--- src/rtl/crs_pkg.sv ---
package crs_pkg;
    typedef enum logic [2:0] {
        ST_FETCH   = 3'd0,
        ST_TGT_LO  = 3'd1,
        ST_TGT_HI  = 3'd2,
        ST_PUSH_HI = 3'd3,
        ST_PUSH_LO = 3'd4,
        ST_POP_LO  = 3'd5,
        ST_POP_HI  = 3'd6
    } seq_state_t;

    typedef enum logic [1:0] {
        MC_NONE  = 2'b00,
        MC_FETCH = 2'b01,
        MC_READ  = 2'b10,
        MC_WRITE = 2'b11
    } mcyc_t;

    localparam logic [7:0] OP_CALL = 8'hCD;
    localparam logic [7:0] OP_RET  = 8'hC9;
endpackage

--- src/rtl/crs_timing.sv ---
module crs_timing
    import crs_pkg::*;
#(
    parameter int DW        = 8,
    parameter int TW        = 3,
    parameter int FETCH_SHT = 4,
    parameter int FETCH_LNG = 6,
    parameter int MEM_T     = 3
) (
    input  logic          clk,
    input  logic          rst_n,
    input  logic [DW-1:0] opcode,
    output seq_state_t    state,
    output logic [TW-1:0] tstate,
    output logic          cyc_end,
    output logic          samp
);
    localparam logic [TW-1:0] T_FIRST = TW'(1);
    localparam logic [TW-1:0] T_MEM   = TW'(MEM_T);
    localparam logic [TW-1:0] T_FSHT  = TW'(FETCH_SHT);
    localparam logic [TW-1:0] T_FLNG  = TW'(FETCH_LNG);

    seq_state_t state_nx;
    logic       is_call;

    assign is_call = (opcode == OP_CALL);
    assign samp    = (tstate == T_MEM);

    // end of the current machine cycle
    always_comb begin
        if (state == ST_FETCH)
            cyc_end = (tstate == T_FLNG) || ((tstate == T_FSHT) && !is_call);
        else
            cyc_end = (tstate == T_MEM);
    end

    always_comb begin
        state_nx = state;
        unique case (state)
            ST_FETCH: begin
                if (is_call)               state_nx = ST_TGT_LO;
                else if (opcode == OP_RET) state_nx = ST_POP_LO;
                else                       state_nx = ST_FETCH;
            end
            ST_TGT_LO:  state_nx = ST_TGT_HI;
            ST_TGT_HI:  state_nx = ST_PUSH_HI;
            ST_PUSH_HI: state_nx = ST_PUSH_LO;
            ST_PUSH_LO: state_nx = ST_FETCH;
            ST_POP_LO:  state_nx = ST_POP_HI;
            ST_POP_HI:  state_nx = ST_FETCH;
            default:    state_nx = ST_FETCH;
        endcase
    end

    always_ff @(posedge clk or negedge rst_n) begin
        if (!rst_n) begin
            state  <= ST_FETCH;
            tstate <= T_FIRST;
        end else if (cyc_end) begin
            state  <= state_nx;
            tstate <= T_FIRST;
        end else begin
            tstate <= tstate + T_FIRST;
        end
    end

    // read and write cycles never run past their last T-state
    a_r3_mem_cycle_len: assert property (@(posedge clk) disable iff (!rst_n)
        (state != ST_FETCH) |-> (tstate >= T_FIRST && tstate <= T_MEM));

    // no fetch ends before its fourth T-state
    a_r8_fetch_min_len: assert property (@(posedge clk) disable iff (!rst_n)
        (state == ST_FETCH && tstate < T_FSHT) |-> !cyc_end);
endmodule

--- src/rtl/crs_regs.sv ---
module crs_regs
    import crs_pkg::*;
#(
    parameter int AW = 16,
    parameter int DW = 8
) (
    input  logic          clk,
    input  logic          rst_n,
    input  seq_state_t    state,
    input  logic          cyc_end,
    input  logic          samp,
    input  logic [DW-1:0] rdata,
    output logic [AW-1:0] pc,
    output logic [AW-1:0] sp,
    output logic [DW-1:0] opcode
);
    localparam logic [AW-1:0] ONE = AW'(1);

    logic [DW-1:0] tmp_lo;
    logic [DW-1:0] tmp_hi;

    always_ff @(posedge clk or negedge rst_n) begin
        if (!rst_n) begin
            pc     <= '0;
            sp     <= '0;
            opcode <= '0;
            tmp_lo <= '0;
            tmp_hi <= '0;
        end else begin
            unique case (state)
                ST_FETCH: begin
                    if (samp)    opcode <= rdata;
                    if (cyc_end) pc     <= pc + ONE;
                end
                ST_TGT_LO: if (samp) begin
                    tmp_lo <= rdata;
                    pc     <= pc + ONE;
                end
                ST_TGT_HI: if (samp) begin
                    tmp_hi <= rdata;
                    pc     <= pc + ONE;
                end
                ST_PUSH_HI: if (cyc_end) sp <= sp - ONE;
                ST_PUSH_LO: if (cyc_end) begin
                    sp <= sp - ONE;
                    pc <= {tmp_hi, tmp_lo};
                end
                ST_POP_LO: if (samp) begin
                    tmp_lo <= rdata;
                    sp     <= sp + ONE;
                end
                ST_POP_HI: if (samp) begin
                    pc <= {rdata, tmp_lo};
                    sp <= sp + ONE;
                end
                default: ;
            endcase
        end
    end

    // the stack pointer does not move during any fetch
    a_r8_sp_stable_fetch: assert property (@(posedge clk) disable iff (!rst_n)
        (state == ST_FETCH) |=> (state != ST_FETCH) || $stable(sp) || !rst_n);

    // pc keeps the return address through the first push cycle
    a_r6_pc_hold_push: assert property (@(posedge clk) disable iff (!rst_n)
        (state == ST_PUSH_HI) |=> $stable(pc));
endmodule

--- src/rtl/crs_bus.sv ---
module crs_bus
    import crs_pkg::*;
#(
    parameter int AW = 16,
    parameter int DW = 8,
    parameter int TW = 3
) (
    input  logic          clk,
    input  logic          rst_n,
    input  seq_state_t    state,
    input  logic [TW-1:0] tstate,
    input  logic [AW-1:0] pc,
    input  logic [AW-1:0] sp,
    output logic [AW-1:0] addr,
    output logic [DW-1:0] wdata,
    output logic          rd,
    output logic          wr,
    output logic [1:0]    mcycle
);
    localparam logic [AW-1:0] ONE = AW'(1);

    logic strobe_win;
    assign strobe_win = (tstate == TW'(2)) || (tstate == TW'(3));

    always_comb begin
        addr   = pc;
        wdata  = '0;
        rd     = 1'b0;
        wr     = 1'b0;
        mcycle = MC_NONE;
        unique case (state)
            ST_FETCH: begin
                mcycle = MC_FETCH;
                rd     = strobe_win;
            end
            ST_TGT_LO, ST_TGT_HI: begin
                mcycle = MC_READ;
                rd     = strobe_win;
            end
            ST_PUSH_HI: begin
                mcycle = MC_WRITE;
                addr   = sp - ONE;
                wdata  = pc[AW-1:DW];
                wr     = strobe_win;
            end
            ST_PUSH_LO: begin
                mcycle = MC_WRITE;
                addr   = sp - ONE;
                wdata  = pc[DW-1:0];
                wr     = strobe_win;
            end
            ST_POP_LO, ST_POP_HI: begin
                mcycle = MC_READ;
                addr   = sp;
                rd     = strobe_win;
            end
            default: ;
        endcase
    end

    // the two strobes are mutually exclusive
    a_r9_strobe_excl: assert property (@(posedge clk) disable iff (!rst_n)
        !(rd && wr));
endmodule

--- src/rtl/call_ret_seq.sv ---
module call_ret_seq
    import crs_pkg::*;
#(
    parameter int AW        = 16,
    parameter int DW        = 8,
    parameter int TW        = 3,
    parameter int FETCH_SHT = 4,
    parameter int FETCH_LNG = 6,
    parameter int MEM_T     = 3
) (
    input  logic          clk,
    input  logic          rst_n,
    input  logic [DW-1:0] mem_rdata,
    output logic [AW-1:0] mem_addr,
    output logic [DW-1:0] mem_wdata,
    output logic          mem_rd,
    output logic          mem_wr,
    output logic [1:0]    mcycle,
    output logic [TW-1:0] tstate,
    output logic [AW-1:0] pc,
    output logic [AW-1:0] sp
);
    seq_state_t    state;
    logic          cyc_end;
    logic          samp;
    logic [DW-1:0] opcode;

    crs_timing #(
        .DW(DW), .TW(TW), .FETCH_SHT(FETCH_SHT),
        .FETCH_LNG(FETCH_LNG), .MEM_T(MEM_T)
    ) u_timing (
        .clk(clk), .rst_n(rst_n), .opcode(opcode),
        .state(state), .tstate(tstate), .cyc_end(cyc_end), .samp(samp)
    );

    crs_regs #(.AW(AW), .DW(DW)) u_regs (
        .clk(clk), .rst_n(rst_n), .state(state), .cyc_end(cyc_end),
        .samp(samp), .rdata(mem_rdata), .pc(pc), .sp(sp), .opcode(opcode)
    );

    crs_bus #(.AW(AW), .DW(DW), .TW(TW)) u_bus (
        .clk(clk), .rst_n(rst_n), .state(state), .tstate(tstate),
        .pc(pc), .sp(sp), .addr(mem_addr), .wdata(mem_wdata),
        .rd(mem_rd), .wr(mem_wr), .mcycle(mcycle)
    );

    // the fetch address holds for the whole fetch cycle
    a_r2_fetch_addr_hold: assert property (@(posedge clk) disable iff (!rst_n)
        (mcycle == MC_FETCH && tstate != TW'(1)) |-> $stable(mem_addr));

    // strobes stay low in the first T-state of every cycle
    a_r9_no_strobe_t1: assert property (@(posedge clk) disable iff (!rst_n)
        (tstate == TW'(1)) |-> !(mem_rd || mem_wr));
endmodule

--- config.mk ---
export PLATFORM = sky130hd
export DESIGN_NAME = call_ret_seq
export DESIGN_NICKNAME = d
export VERILOG_FILES = /design/src/rtl/crs_pkg.sv /design/src/rtl/crs_timing.sv /design/src/rtl/crs_regs.sv /design/src/rtl/crs_bus.sv /design/src/rtl/call_ret_seq.sv
export SDC_FILE = /design/constraint.sdc
export NUM_CORES = 1
export LEC_CHECK = 0
export ABC_AREA = 1
export CORE_MARGIN = 5
export CORE_UTILIZATION = 40
export CTS_BUF_LIST = sky130_fd_sc_hd__clkbuf_8
export DETAILED_ROUTE_END_ITERATION = 10
export GPL_ROUTABILITY_DRIVEN = 0
export PLACE_DENSITY = 0.74
export SLEW_MARGIN = 0
export SYNTH_ARGS = -nofsm -noshare
export SYNTH_HDL_FRONTEND = slang
export SYNTH_SLANG_ARGS = --single-unit
--- constraint.sdc ---
create_clock -name clk -period 2 [get_ports clk]
set_clock_uncertainty 0.1 [all_clocks]
set_input_delay 0.4 -clock clk [delete_from_list [all_inputs] [get_ports clk]]
set_output_delay 0.4 -clock clk [all_outputs]
set_load 0.03 [all_outputs]
Yosys cells after proc, flatten, opt, wreduce, memory -nomap -nowiden
Cells that the tools add are included.
{ "word_totals": {"ff_bits": 62, "out_inout_bits": 63} }
{ "classes": {"addsub": 4, "n_eq_ne": 18, "n_mux": 18, "n_reduce_logical": 18} }
{ "op_table": {"columns": ["operator", "count"], "rows": [
  ["16-bit 2-to-1 mux", 6],
  ["16-bit case mux with 2 select lines", 2],
  ["16-bit case mux with 4 select lines", 1],
  ["16-bit by 1-bit adder with 16-bit output (second input constant)", 2],
  ["8-bit == test (second input constant)", 2],
  ["8-bit case mux with 2 select lines", 1],
  ["16-bit by 1-bit subtractor with 16-bit output (second input constant)", 1],
  ["3-bit == test (second input constant)", 5],
  ["3-bit case mux with 5 select lines", 1],
  ["3-bit by 2-bit == test with 1-bit output (second input constant)", 4],
  ["3-bit 2-to-1 mux", 3],
  ["2-bit OR reduction", 4],
  ["2-bit by 1-bit inequality test with 1-bit output (second input constant)", 3],
  ["2-bit inequality test (second input constant)", 3],
  ["2-bit case mux with 3 select lines", 1],
  ["2-bit AND reduction", 3],
  ["5-bit AND reduction", 1],
  ["5-bit OR reduction", 1],
  ["4-bit nonzero test", 1],
  ["4-bit OR reduction", 1],
  ["3-bit by 1-bit adder with 3-bit output (second input constant)", 1],
  ["3-bit by 1-bit == test with 1-bit output (second input constant)", 1],
  ["3-bit zero test", 1],
  ["1-bit 2-to-1 mux", 3],
  ["other kinds (5)", 6]
]} }

Logic depth before layout (Yosys ltp)
Gate-level depths: netlist of the first run.
{ "logic_depth": {"ltp_word": 7, "ltp_mapped": 12, "ltp_nobuf": 11} }

Modules after synthesis
A second synthesis of the first run with hierarchy kept.
{ "hier_totals": {"cells_unflattened": 737, "area_unflattened_um2": 4879.7} }
{ "by_module_without_submodules": {"columns": ["module", "n_inst", "cells_per_inst", "area_each_um2", "seq_area_each_um2"], "rows": [
  ["crs_regs", 1, 498, 3502.1, 1401.3],
  ["crs_bus", 1, 175, 928.4, 0.0],
  ["crs_timing", 1, 64, 449.2, 151.4]
]} }

Worst setup path before layout of the first run
No wires, ideal clock.
{ "synth_timing": {"path_kind": "reg-to-output", "startpoint": "reg u_timing.state[0]", "endpoint": "out mem_addr[7]", "arrival_time_ns": 1.865, "path_slack_ns": -0.365, "path_stages_with_launch": 9, "path_buffers": 1, "cell_sequence": "dfrtp_1 -> nand2_2 -> inv_2 -> nand2_4 -> nand2_4 -> nor2_4 -> inv_1 -> buf_2 -> o21ai_0"} }
{ "synth_via": {"elab_chain_len": 3, "elab_cells_between_ends": 7, "cone_classes": "4 x eq/ne; 1 x mux; 2 x reduce/logical"} }
{ "synth_lines": {"columns": ["element", "line_no", "source"], "rows": [
  ["start, declared", "crs_timing.sv:13", "output seq_state_t state,"],
  ["start signal, assigned", "crs_timing.sv:60", "state <= state_nx;"],
  ["3-bit == test or 3-bit by 2-bit == test with 1-bit output (tied branches)", "crs_bus.sv:31", "unique case (state)"],
  ["2-bit OR reduction (no line)", null, null],
  ["16-bit case mux with 2 select lines *", "crs_bus.sv:31", null],
  ["end, declared", "call_ret_seq.sv:14", "output logic [AW-1:0] mem_addr,"]
]} }
Every way passes the cells marked *; elsewhere a longest branch is shown, timed or not.

Final worst setup path of the first run
{ "layout_timing": {"startpoint": "reg u_regs.sp[11]", "endpoint": "out mem_addr[14]"} }
{ "layout_via": {"elab_chain_len": 2} }
{ "layout_lines": {"columns": ["element", "line_no", "source"], "rows": [
  ["start, declared", "crs_regs.sv:14", "output logic [AW-1:0] sp,"],
  ["start signal, assigned", "crs_regs.sv:43", "ST_PUSH_HI: if (cyc_end) sp <= sp - ONE;"],
  ["start signal, assigned", "crs_regs.sv:45", "sp <= sp - ONE;"],
  ["start signal, assigned", "crs_regs.sv:50", "sp <= sp + ONE;"],
  ["16-bit by 1-bit subtractor with 16-bit output", "crs_bus.sv:42, crs_bus.sv:48", null],
  ["16-bit case mux with 2 select lines", "crs_bus.sv:31", null]
]} }
Every way passes these cells.

==> metrics list, run 1 <==
* Maximum buffer depth of the clock tree: 2
- Global routing used 25.8% of the available tracks.
- Power after layout: 13.7 mW
- Starting Density: 40.9%
* Instance area at placement: 5760 um2
- Element type at the critical path start: flip-flop
* Number of I/O pins: 73
* Post-synth EDFFs: 0
* Yosys synthesis warning count: 0
- Max H-tree Level: 3
- In this run, synthesis produced a sequential element count of 62.
* Status: finished with violations
* Unique masters post-synth: 34
* Final number of setup-violating endpoints: 44
- The critical path is of the reg -> out type.
* Area occupied by registers: 1570 um2
- The worst setup path is captured at an output pin.
- After detailed routing, the number of vias per cell comes to 5.66.
- Main synth FF type: dfrtp_1
- Headroom to the max-slew limit: 56.0%
- Pin count of the biggest net entering global routing: 33
- The final hold violation count was 0.
- Syn_nets: 702
- # fillers: 868
- Initial antenna violation count: 0
- Min-delay src: u_regs.tmp_lo[1]
- In this run the remaining antenna-violating nets after routing total 0.
- 0 antenna diodes ended up in the layout.
* Depth of the worst register-to-register path: 13
- Overall die height: 115 um
- Across the VDD grid, the largest voltage drop is 1.18 mV.
- Summed over all failing endpoints, the final setup total negative slack is -11,220 ps.
- The final layout contains routed wiring with a total length of 17.4 mm.
- For the finished layout, the period the worst path requires is 2420 ps.
- The path with the worst hold slack has its endpoint at u_regs.tmp_lo[1].
- Compared with the post-synthesis result, the final layout area differs by 55.6%.
- Input and output buffers added on the ports amount to 72.
* Setup slack of the critical path after layout: -423 ps
- Required time reported for the critical path endpoint: 1500 ps
- Register-to-Register Setup Slack: -180 ps
- Area of all placed cells without fillers: 6930 um2
- The checks that failed: negative setup slack.
- The startpoint identified for the worst register-to-register timing path is u_timing.state[1].
- GRT Residual Overflow: 0
- Largest fanout of any net on the critical path: 4
- Clock-pin slew was measured on the worst setup and hold paths at 80 ps.
- Cell depth of the worst min-delay path: 2
- Wire length of the first global-routing pass: 26.9 mm
- For the pin with the worst max-slew slack, the measured transition is 660 ps.
* Total Die Area: 13,300 um2
- The cell area that synthesis handed to floorplanning was 4450 um2.
- TritonCTS built the clock tree.
- Terminus of the critical flop-to-flop path: u_regs.sp[10]
- Number of rows in the core area: 38
- In the final layout, the multi-input gates occupy 3160 um2.
- Seq/Total Area, Yosys: 34.9%
- Clock tree synthesis inserted a total of 9 buffers.
* First-pass detailed-route iteration total: 8
* Cell at the root of the clock tree: clkbuf_8
- Fraction of final layout cells with drive strength greater than 1: 29.6%
- In the synthesized netlist, the number of instances is 685.
- Detailed routing inserted a total of 5,451 vias.
* Via count of the first global-routing pass: 5,250
- Power density over cell area: 1980 nW/um2
- Core footprint: 10,900 um2
* Source-to-sink clock delay at the later pin of the worst-skew pair: 380 ps
- The number of pins with negative max-slew slack in the final report came to 0.
- Min-delay worst type: reg -> reg
- Measured along the x axis, the die boundary spans 115 um.
* Wire per inst: 18.0 um
- FMAX: 0.413 GHz
- Unrepaired setup endpoints after global routing: yes
- In this run, the number of DRC markers left after iteration 0 of detailed routing was 533.
- Dividing the synthesized area by the synthesized cell count gives 6.50 um2.
* Residual DRC: 0
- Worst slack on hold paths: 391 ps
- Standby leakage power: 3.35 nW
- CTS saw 62 sinks.
* Half-perimeter wire length after placement: 11.6 mm
* Layout net count: 835
- Data arrives at the worst endpoint at 1920 ps.
- Final Cycle Share: 121%
- Max-cap violations in this run came to 0.
* Share of async-settable or async-resettable flops after synthesis: 100%
- Post-placement cell count: 920
- Cell Count, Final, Fillers Out: 963
==> cell type report <==
class	count	area share, %
clock inverters	7	0.903
flip-flops and latches	62	22.7
well taps	140	2.53
repair buffers	153	22.4
multi-input cells	519	45.6
clock buffers	9	1.79
inverters	73	4.17
==> state kept, by name (all words and copies together), names as in the netlist <==
signal / flops
u_regs.tmp_hi: 8
u_regs.pc: 16
u_timing.state: 3
u_regs.sp: 16
u_regs.tmp_lo: 8
u_regs.opcode: 8
u_timing.tstate: 3
==> through the flow <==
step	setup WS, ps	util [%]
final	-423	63.6
after global routing	-482	63.6
after CTS	-371	60.3
after detailed placement	-78.6	52.9
after global placement	-58.3	52.9
after floorplan	-94.5	-
==> timing repair <==
| item | CTS | global route |
|---|---|---|
| hold buffers | 1 | 0 |
| pin swaps | 19 | 14 |
| setup endpoints to repair | 74 | 66 |
| cloned | 3 | 0 |
| hold endpoints to repair | 19 | 0 |
| setup buffers | 14 | 10 |
| resized for setup | 147 | 63 |
==> power by group <==
part / switching, mW / total [mW] / leakage (nW) / internal, mW
sequential: 0.671 / 2.50 / 0.718 / 1.83
combinational: 5.99 / 10.1 / 2.54 / 4.08
clock: 0.641 / 1.12 / 0.0927 / 0.475
==> placed cells by master, fill, tap and decap left out, types with 3 or more instances in the layout <==
master and n:
a21oi_1 8, a22oi_2 3, buf_12 12, buf_4 59, buf_6 34, clkbuf_8 9
clkdlybuf4s50_1 8, dfrtp_1 48, dfrtp_2 13, dlygate4sd2_1 32, dlymetal6s2s_1 3, ha_1 5
inv_1 62, inv_2 5, inv_4 6, inv_6 3, nand2_1 222, nand2_2 18
nand2_4 9, nand2_8 4, nand3_1 54, nand3_2 6, nand3_4 3, nand4_1 8
nor2_1 50, nor2_2 6, nor2_4 12, nor3_1 4, o21ai_0 53, o21ai_1 5
o221ai_4 13, o22ai_4 6, xor2_1 10
==> worst max-delay path by stage <==
stage,from,to,slack [ps],cells after the start
finish,u_regs.sp[11],mem_addr[14],-420,9
global route,u_regs.sp[8],mem_addr[14],-480,9
CTS,u_regs.sp[4],mem_addr[12],-370,9
detailed placement,u_regs.sp[1],mem_addr[10],-80,9
global placement,u_regs.sp[4],mem_addr[7],-60,7
floorplan,u_timing.state[0],mem_addr[0],-90,8
==> routing by layer <==
layer	vias to the layer above	part of all wire (%)	GRT usage [%]	wire length (um)
met4	0	4.2	13.3	732
met1	2571	37	32.0	6480
met2	347	49	43.0	8540
met5	-	0	0	0
met3	62	9.2	4.91	1600
li1	2471	-	-	-
==> Yosys cell counts, types with 7 or more instances <==
library cell  number  share of area (%)
nand2_1          244                 21
inv_1             69                5.8
nor2_1            64                5.4
nand3_1           62                7.0
dfrtp_1           61                 34
o21ai_0           59                6.6
clkbuf_1          18                1.5
o221ai_1          13                2.6
xor2_1            12                2.4
a21oi_1            9                1.0
nand4_1            8                1.1
o22ai_1            8                1.1
buf_2              7               0.79
ha_1               7                2.0
==> kinds of logic (layout without fill, tap and decap cells) <==
logic type	after synthesis	in the layout	share of synthesized area (%)
xor gates and xnor gates	14	14	2.76
and+or+nand+nor	398	399	37.6
buffers and inverters	105	242	9.73
DFF	62	62	34.9
AOI/OAI and AO/OA	99	99	13.0
adders and majority gates	7	7	1.97
==> worst max-delay path, stage by stage (launching register included) <==
cell and delay (ps):
dfrtp_1 450, nor2_1 190, nand2_1 120, nor2_1 210, nand2_1 80, nand2_1 70
nand2_1 80, nand2_1 110, o221ai_4 100, buf_6 150
Note: power is estimated with default switching activity, not from simulation.
==> inputs of run 2 (changes only) <==
--- a/config.mk
+++ b/config.mk
@@ -5,13 +5,13 @@
 export SDC_FILE = /design/constraint.sdc
 export NUM_CORES = 1
 export LEC_CHECK = 0
-export ABC_AREA = 1
+export ABC_AREA = 0
 export CORE_MARGIN = 5
 export CORE_UTILIZATION = 40
 export CTS_BUF_LIST = sky130_fd_sc_hd__clkbuf_8
 export DETAILED_ROUTE_END_ITERATION = 10
 export GPL_ROUTABILITY_DRIVEN = 0
-export PLACE_DENSITY = 0.74
+export PLACE_DENSITY = 0.71
 export SLEW_MARGIN = 0
 export SYNTH_ARGS = -nofsm -noshare
 export SYNTH_HDL_FRONTEND = slang
==> constraint.sdc (replaced) <==
create_clock -name clk -period 2.9 [get_ports clk]
set_clock_uncertainty 0.1 [all_clocks]
set_input_delay 0.58 -clock clk [delete_from_list [all_inputs] [get_ports clk]]
set_output_delay 0.58 -clock clk [all_outputs]
set_load 0.03 [all_outputs]
==> run 2 against run 1 <==
Effect of this change:
- the flow still finishes with violations (negative setup slack)
- final area decreased by 8.8%
- flip-flop and latch count unchanged
- sequential share of layout area increased by 2.2 points
- critical path depth decreased by 3
- die area increased by 3.4%
- global-route usage decreased by 4.0 points
- utilization decreased by 8.1 points
- non-clock buffer count decreased by 13
- synthesized area increased by 3.7%
- power decreased by 38%
- via count decreased by 9.0%
- critical path type unchanged
==> metrics list, run 2 <==
* Unrepaired setup endpoints after global routing: yes
- Residual DRC: 0
- During synthesis, Yosys emitted a total of 0 warnings.
* Commonest cells after routing, fill and taps aside: buf_4 (80), dfrtp_1 (50), nand2_1 (47)
- Seq/Total Area, Yosys: 33.6%
- Area grow syn2layout: 36.8%
- Post-layout util: 55.5%
* Time the worst path needs with I/O delays and setup: 3180 ps
* Post-synthesis simple-gate area fraction: 21.4%
- The internal power of the cells totals 4.21 mW.
* Post-placement cell count: 783
- Final Cycle Share: 110%
- Worst ir drop on vdd: 0.767 mV
- Synthesized cell area: 4620 um2
- Violations in the final reports: negative setup slack
- For this block, the initial DRC count from the detailed router was 401.
* Reported net switching power: 4.27 mW
* Final hold viol count: 0
- Unique masters post-synth: 67
- During placement, the flow inserted port buffers numbering 72.
- The most used flip-flop cell after synthesis is dfrtp_1.
* TritonCTS sink count: 62
* Share of async-settable or async-resettable flops after synthesis: 100%
- Final number of setup-violating endpoints: 10
- Total Die Area: 13,800 um2
- Layout net count: 681
* Pre-CTS worst setup slack: -3.61 ps
- In this run switching power makes up 50.4% of total power.
- Measured along the y axis, the die boundary spans 117 um.
- The first detailed-routing pass ran for 5 iterations.
* Endpoint arrival time on the critical path: 2500 ps
- Summing the areas of all xor and xnor instances in the mapped netlist gives 2.85% of the synthesized area.
* TritonCTS clock tree: yes
* Initial antenna violation count: 0
- Avg Inst Size Synth: 8.13 um2
- The first global-routing pass estimated 25.1 mm of wire.
- FMAX: 0.314 GHz
- Transition time at the pin with the least slew margin: 828 ps
- Counting flops with a built-in enable in the synthesized netlist gives 0.
- Dividing total power by cell area gives a power density of 1340 nW/um2.
- Type of the setup path with the least slack: reg -> out
- Leaving out fill and tap cells, the most frequent cell in the layout is buf_4.
* Fraction of final layout cells with drive strength greater than 1: 31.1%
- Of the post-synthesis cell area, the part taken by muxes is 8.35%.
- STA puts the critical path data required time at 2220 ps.
* Core footprint: 11,400 um2
* Proportion of power drawn by flip-flops and latches: 19.4%
- Status: finished with violations
* Logic pwr share: 72.5%
- Standby leakage power: 2.51 nW
- Counting instances in the post-synthesis netlist gives the leading cell types as dfrtp_1 (61), nor2_1 (53), a21oi_1 (49), nand2_1 (49), clkbuf_1 (46).
* Element type at the critical path start: flip-flop
- The floorplan has 39 rows.
- Largest fanout of any net on the critical path: 4
* Cell Count, Final, Fillers Out: 812
- After detailed routing, the total wire length is 15.5 mm.
- Syn_nets: 585
* Registers with the most flip-flops: u_regs.pc: 16 flops, u_regs.sp: 16 flops
* Maximum buffer depth of the clock tree: 2
- After technology mapping, the gate count stands at 568.
* Adder and majority cell fraction of the synthesized area: 1.90%
- In this run the count of I/O pins placed on the die edge is 73.
* Max H-tree Level: 3
- Cell at the root of the clock tree: clkbuf_8
- Vias post-DR: 4,963
- Clock input transition at the sequential cells of the worst setup and hold paths: 70 ps
- GRT Residual Overflow: 0
- Min-delay worst type: in -> async
* # diodes: 0
* Pin count of the biggest net entering global routing: 63
- For this design, the CTS-stage hold fixing added 0 buffers.
* Headroom to the max-slew limit: 44.8%
- Relative contribution of the clock network to total power: 8.1%
* # fillers: 1,038
* Wire per inst: 19.1 um
- Half-perimeter wire length after placement: 11.0 mm
* Via/cell ratio: 6.11
- Antenna-violating nets left: 0
- The later pin in the worst-skew pair is clocked with a latency of 340 ps.
* Proportion of netlist area held by the largest area contributor: 33.1%
* Yosys top cell by area: dfrtp_1
- Largest cells by area after synthesis: dfrtp_1 (33%), mux2_2 (6.8%), a21oi_1 (5.3%)
- Setup slack of the critical path after layout: -282 ps
- Number of synthesized register bits: 62
* Via count of the first global-routing pass: 4,823
* Starting Density: 40.6%
* Horizontal die dimension: 117 um
- Across the run, the number of max-cap violations was 0.
* Combined global-route utilization of all metal layers: 21.8%
- Most frequent cell after synthesis: dfrtp_1
- STA classifies the critical path endpoint as an output pin.
- The number of pins with negative max-slew slack in the final report was 0.
- TritonCTS created 9 clock buffers.
* Share of the synthesized area in compound gates (AO/OA/AOI/OAI): 25.6%
- After synthesis, the largest family of logic cells by area is compound AO/OA/AOI/OAI gates.
[run 2: changes by cell type in the layout (fill, tap and decap cells not counted), moves of 30 or more]
cell / change
nand3_1: -42
clkdlybuf4s50_1: +36
a21oi_1: +37
nand2_1: -175
dlygate4sd2_1: -30
inv_1: -50
[run 2: power by group through the flow]
stage	sequential (mW)	combinational, mW	clock [mW]
6_report	1.64	6.15	0.689
5_1_grt	1.70	6.61	0.737
4_1_cts	1.64	5.82	0.704
3_5_place_dp	1.64	5.45	0
3_3_place_gp	1.61	5.33	0
2_1_floorplan	1.80	3.45	0
[run 2: area by class of cell]
cell class | count | area (um2) | area share (%)
Clock buffer | 9 | 124 | 1.96
Clock inverter | 7 | 51.3 | 0.812
Inverter | 16 | 60.1 | 0.951
Multi-Input combinational cell | 435 | 3110 | 49.2
Sequential cell | 62 | 1570 | 24.8
Tap cell | 143 | 179 | 2.83
Timing Repair Buffer | 140 | 1230 | 19.5
[run 2: worst paths after layout]
path                                    startpoint                 end  slack, ps  cells past startpoint
worst max register to register        u_regs.sp[0]       u_regs.sp[12]        430                      9
min in group clk                u_timing.tstate[0]  u_timing.tstate[0]        370                      1
worst max-delay path                  u_regs.sp[0]         mem_addr[7]       -280                      6
worst min register to register  u_timing.tstate[0]  u_timing.tstate[0]        370                      1
worst min-delay path                         rst_n        u_regs.sp[0]        310                      2
max in group asynchronous                    rst_n   u_timing.state[1]       1800                      2
[run 2: through the flow]
stage	hold slack (ps)	setup TNS, ps	area [um2]	total power, mW
final	307	-1510	6310	8.49
after detailed placement	356	-3.61	5810	7.08
after global placement	349	0	5810	6.95
after CTS	336	-1760	6170	8.16
after global routing	391	-2450	6310	9.04
after floorplan	184	-410	4830	5.25
[run 2: cell families (layout without fill, tap and decap cells)]
family | after synthesis | count (layout)
xor gates and xnor gates | 15 | 15
buffers and inverters | 71 | 172
AOI/OAI and AO/OA | 183 | 183
and+or+nand+nor | 195 | 195
adders and majority gates | 7 | 7
DFF | 62 | 62
muxes | 35 | 35
[run 2: timing repair]
action	in CTS	in global routing
setup endpoints to repair	17	14
hold endpoints to repair	0	0
resized for setup	37	23
cloned	0	1
pin swaps	15	9
buffers inserted	5	8
[run 2: critical path, cell delays in order, from the launching register on]
cell	delay, ps
dfrtp_2	420
or4_4	550
or4_4	460
a221oi_2	280
nor2_2	80
a211oi_4	200
buf_6	170
[run 2: routing by layer]
metal / up-vias / routed length, um / global-route usage, %
met5: - / 0 / 0
met4: 0 / 397 / 6.38
met3: 28 / 1330 / 5.29
met2: 235 / 7320 / 35.0
met1: 2426 / 6420 / 29.2
li1: 2274 / - / -
==> inputs of run 3 (changes only) <==
--- a/config.mk
+++ b/config.mk
@@ -12,6 +12,7 @@
 export DETAILED_ROUTE_END_ITERATION = 10
 export GPL_ROUTABILITY_DRIVEN = 0
 export PLACE_DENSITY = 0.71
+export SKIP_LAST_GASP = 1
 export SLEW_MARGIN = 0
 export SYNTH_ARGS = -nofsm -noshare
 export SYNTH_HDL_FRONTEND = slang
==> run 3 against run 2 <==
Effect of this change:
- the flow still finishes with violations (negative setup slack)
- non-clock buffer count is the same
- die area unchanged
- sequential power about the same
- clock power hardly changed
- sequential share of layout area increased by 0.069 points
- critical endpoint unchanged
==> metrics list, run 3 (synthesis results as in run 2) <==
- The run finished, with violations left.
* Violations in the final reports: negative setup slack
- Overall die height: 117 um
- Time the worst path needs with I/O delays and setup: 3170 ps
- At the pin with the least slew margin, the transition time is 826 ps.
* Iteration-0 DRC count of the detailed router: 444
- Compared with the post-synthesis result, the final layout area differs by 36.4%.
* Headroom to the max-slew limit: 44.9%
* Standby leakage power: 2.51 nW
- Clock input transition at the sequential cells of the worst setup and hold paths: 70 ps
- Initial antenna violation count: 0
* Register-to-Register Setup Slack: 450 ps
* Number of rows in the core area: 39
- Power comes to 8.44 mW.
- Required time reported for the critical path endpoint: 2220 ps
- Largest fanout of any net on the critical path: 4
- The worst setup path is captured at an output pin.
* Unrepaired setup endpoints after global routing: yes
- The worst setup path is of the reg -> out kind.
- After floorplanning, the core was sized to cover 11,400 um2.
- TritonCTS created 9 clock buffers.
- Pin count of the biggest net entering global routing: 63
- Layout net count: 681
* Horizontal die dimension: 117 um
- Cell internal power was estimated by the tool at 4.19 mW.
* Wire per inst: 19.1 um
* Half-perimeter wire length after placement: 11.0 mm
* Relative contribution of the clock network to total power: 8.2%
- Endpoint arrival time on the critical path: 2490 ps
- Number of I/O pins: 73
- Final hold viol count: 0
- In this run the tool buffered the top-level ports with 72 buffer cells.
- The first global-routing pass estimated 25.1 mm of wire.
- The number of pins with negative max-slew slack in the final report is 0.
* Most common cell after layout, fill and taps aside: buf_4
- Cell at the root of the clock tree: clkbuf_8
- Combined global-route utilization of all metal layers: 21.8%
- Residual DRC: 0
* Depth of the worst register-to-register path: 9
- GRT Residual Overflow: 0
- The floorplan step defined a die boundary enclosing 13,800 um2.
- Source-to-sink clock delay at the later pin of the worst-skew pair: 350 ps
- Counting along the longest clock path gives a buffer depth of 2.
- The repair_antennas step left the layout with diodes totalling 0.
* Switching Fraction: 50.4%
* Reg2reg start: u_regs.sp[0]
- Via count of the first global-routing pass: 4,810
- Counting every sink on the clock net gives 62.
- Detailed Route WL: 15.5 mm
- In this run the power density over the cells is 1340 nW/um2.
* Element type at the critical path start: flip-flop
- Max-cap check violation count: 0
* Max H-tree Level: 3
- Across all layers, the routed design uses 4,958 vias.
- Final Cycle Share: 109%
- Once the floorplan was initialized, standard cells occupied 40.6% of the core.
- Area of all placed cells without fillers: 6300 um2
- Once placement finished, the instance area stood at 5810 um2.
* Logic pwr share: 72.4%
- Fraction of final layout cells with drive strength greater than 1: 30.6%
- TritonCTS built the clock tree.
- Dividing the detail-routed via count by the number of cells gives 6.11.
* Proportion of power drawn by flip-flops and latches: 19.5%
* Final number of setup-violating endpoints: 10
- The endpoint identified for the worst register-to-register timing path is u_regs.sp[12].
* Registers with the most flip-flops: u_regs.pc: 16 flops, u_regs.sp: 16 flops
- The number of hold buffers added after CTS was 0.
- Worst ir drop on vdd: 0.704 mV
- Antenna-violating nets left: 0
- First-pass detailed-route iteration total: 5
- In this run the power spent charging and discharging nets is 4.25 mW.
- Across all setup checks in the final design, the least slack found is -273 ps.
* Min-delay worst type: in -> async
- Based on the critical path, the design can be clocked at up to 0.315 GHz.
- In the layout the commonest cells are buf_4 (83), dfrtp_1 (50), nand2_1 (47).
-- run 3: cell types whose count changed in the layout (fill, tap and decap cells not counted), sizes merged --
cell         change
dlygate4sd2      +1
clkbuf           -1
-- run 3: layout make-up --
cell class / instances / area (um2)
fillers: 1036 / 5070
multi-input cells: 435 / 3100
flip-flops and latches: 62 / 1570
repair buffers: 140 / 1220
well taps: 143 / 179
clock buffers: 9 / 124
inverters: 16 / 60.1
clock inverters: 7 / 51.3
-- run 3: worst max-delay path by stage --
stage                        startpoint           end  slack [ps]  depth (start not counted)
final                      u_regs.sp[0]   mem_addr[7]        -270                          6
after global routing       u_regs.sp[0]   mem_addr[7]        -330                          6
after CTS                  u_regs.sp[0]   mem_addr[7]        -290                          6
after detailed placement   u_regs.sp[1]  mem_addr[10]          -4                          9
after global placement     u_regs.sp[1]  mem_addr[14]          70                          8
after floorplan           u_regs.sp[10]  mem_addr[15]        -120                          6
-- run 3: what timing repair did --
action | in CTS | in global routing
resized for setup | 34 | 18
gates cloned | 0 | 1
setup buffers | 5 | 8
endpoints found under the setup margin | 17 | 14
pin swaps | 15 | 9
-- run 3: through the flow --
stage	TNS [ps]	setup slack [ps]	util (%)	hold slack, ps	cells
global route	-2570	-330	55.4	391	812
global placement	0	67.1	51.1	349	783
CTS	-1840	-285	54.1	336	804
floorplan	-410	-124	-	184	568
finish	-1480	-273	55.4	314	812
detailed placement	-3.61	-3.61	51.1	356	783
-- run 3: power by group through the flow --
stage / clock network, mW / logic (mW) / registers [mW]
after floorplan: 0 / 3.45 / 1.80
after global placement: 0 / 5.33 / 1.61
after detailed placement: 0 / 5.45 / 1.64
after CTS: 0.704 / 5.79 / 1.64
after global routing: 0.737 / 6.55 / 1.70
final: 0.690 / 6.11 / 1.64
-- run 3: worst max-delay path, cell delays in order, from the launching register on --
cell and delay (ps):
dfrtp_2 420, or4_4 550, or4_4 470, a221oi_2 250, nor2_1 100, a211oi_4 200
buf_6 160
-- run 3: routing by layer --
metal	vias up	part of all wire, %	track usage (%)
met5	-	0	0
met4	0	2.5	6.38
met3	29	8.2	5.25
met2	238	47	34.7
met1	2407	42	29.3
li1	2284	-	-
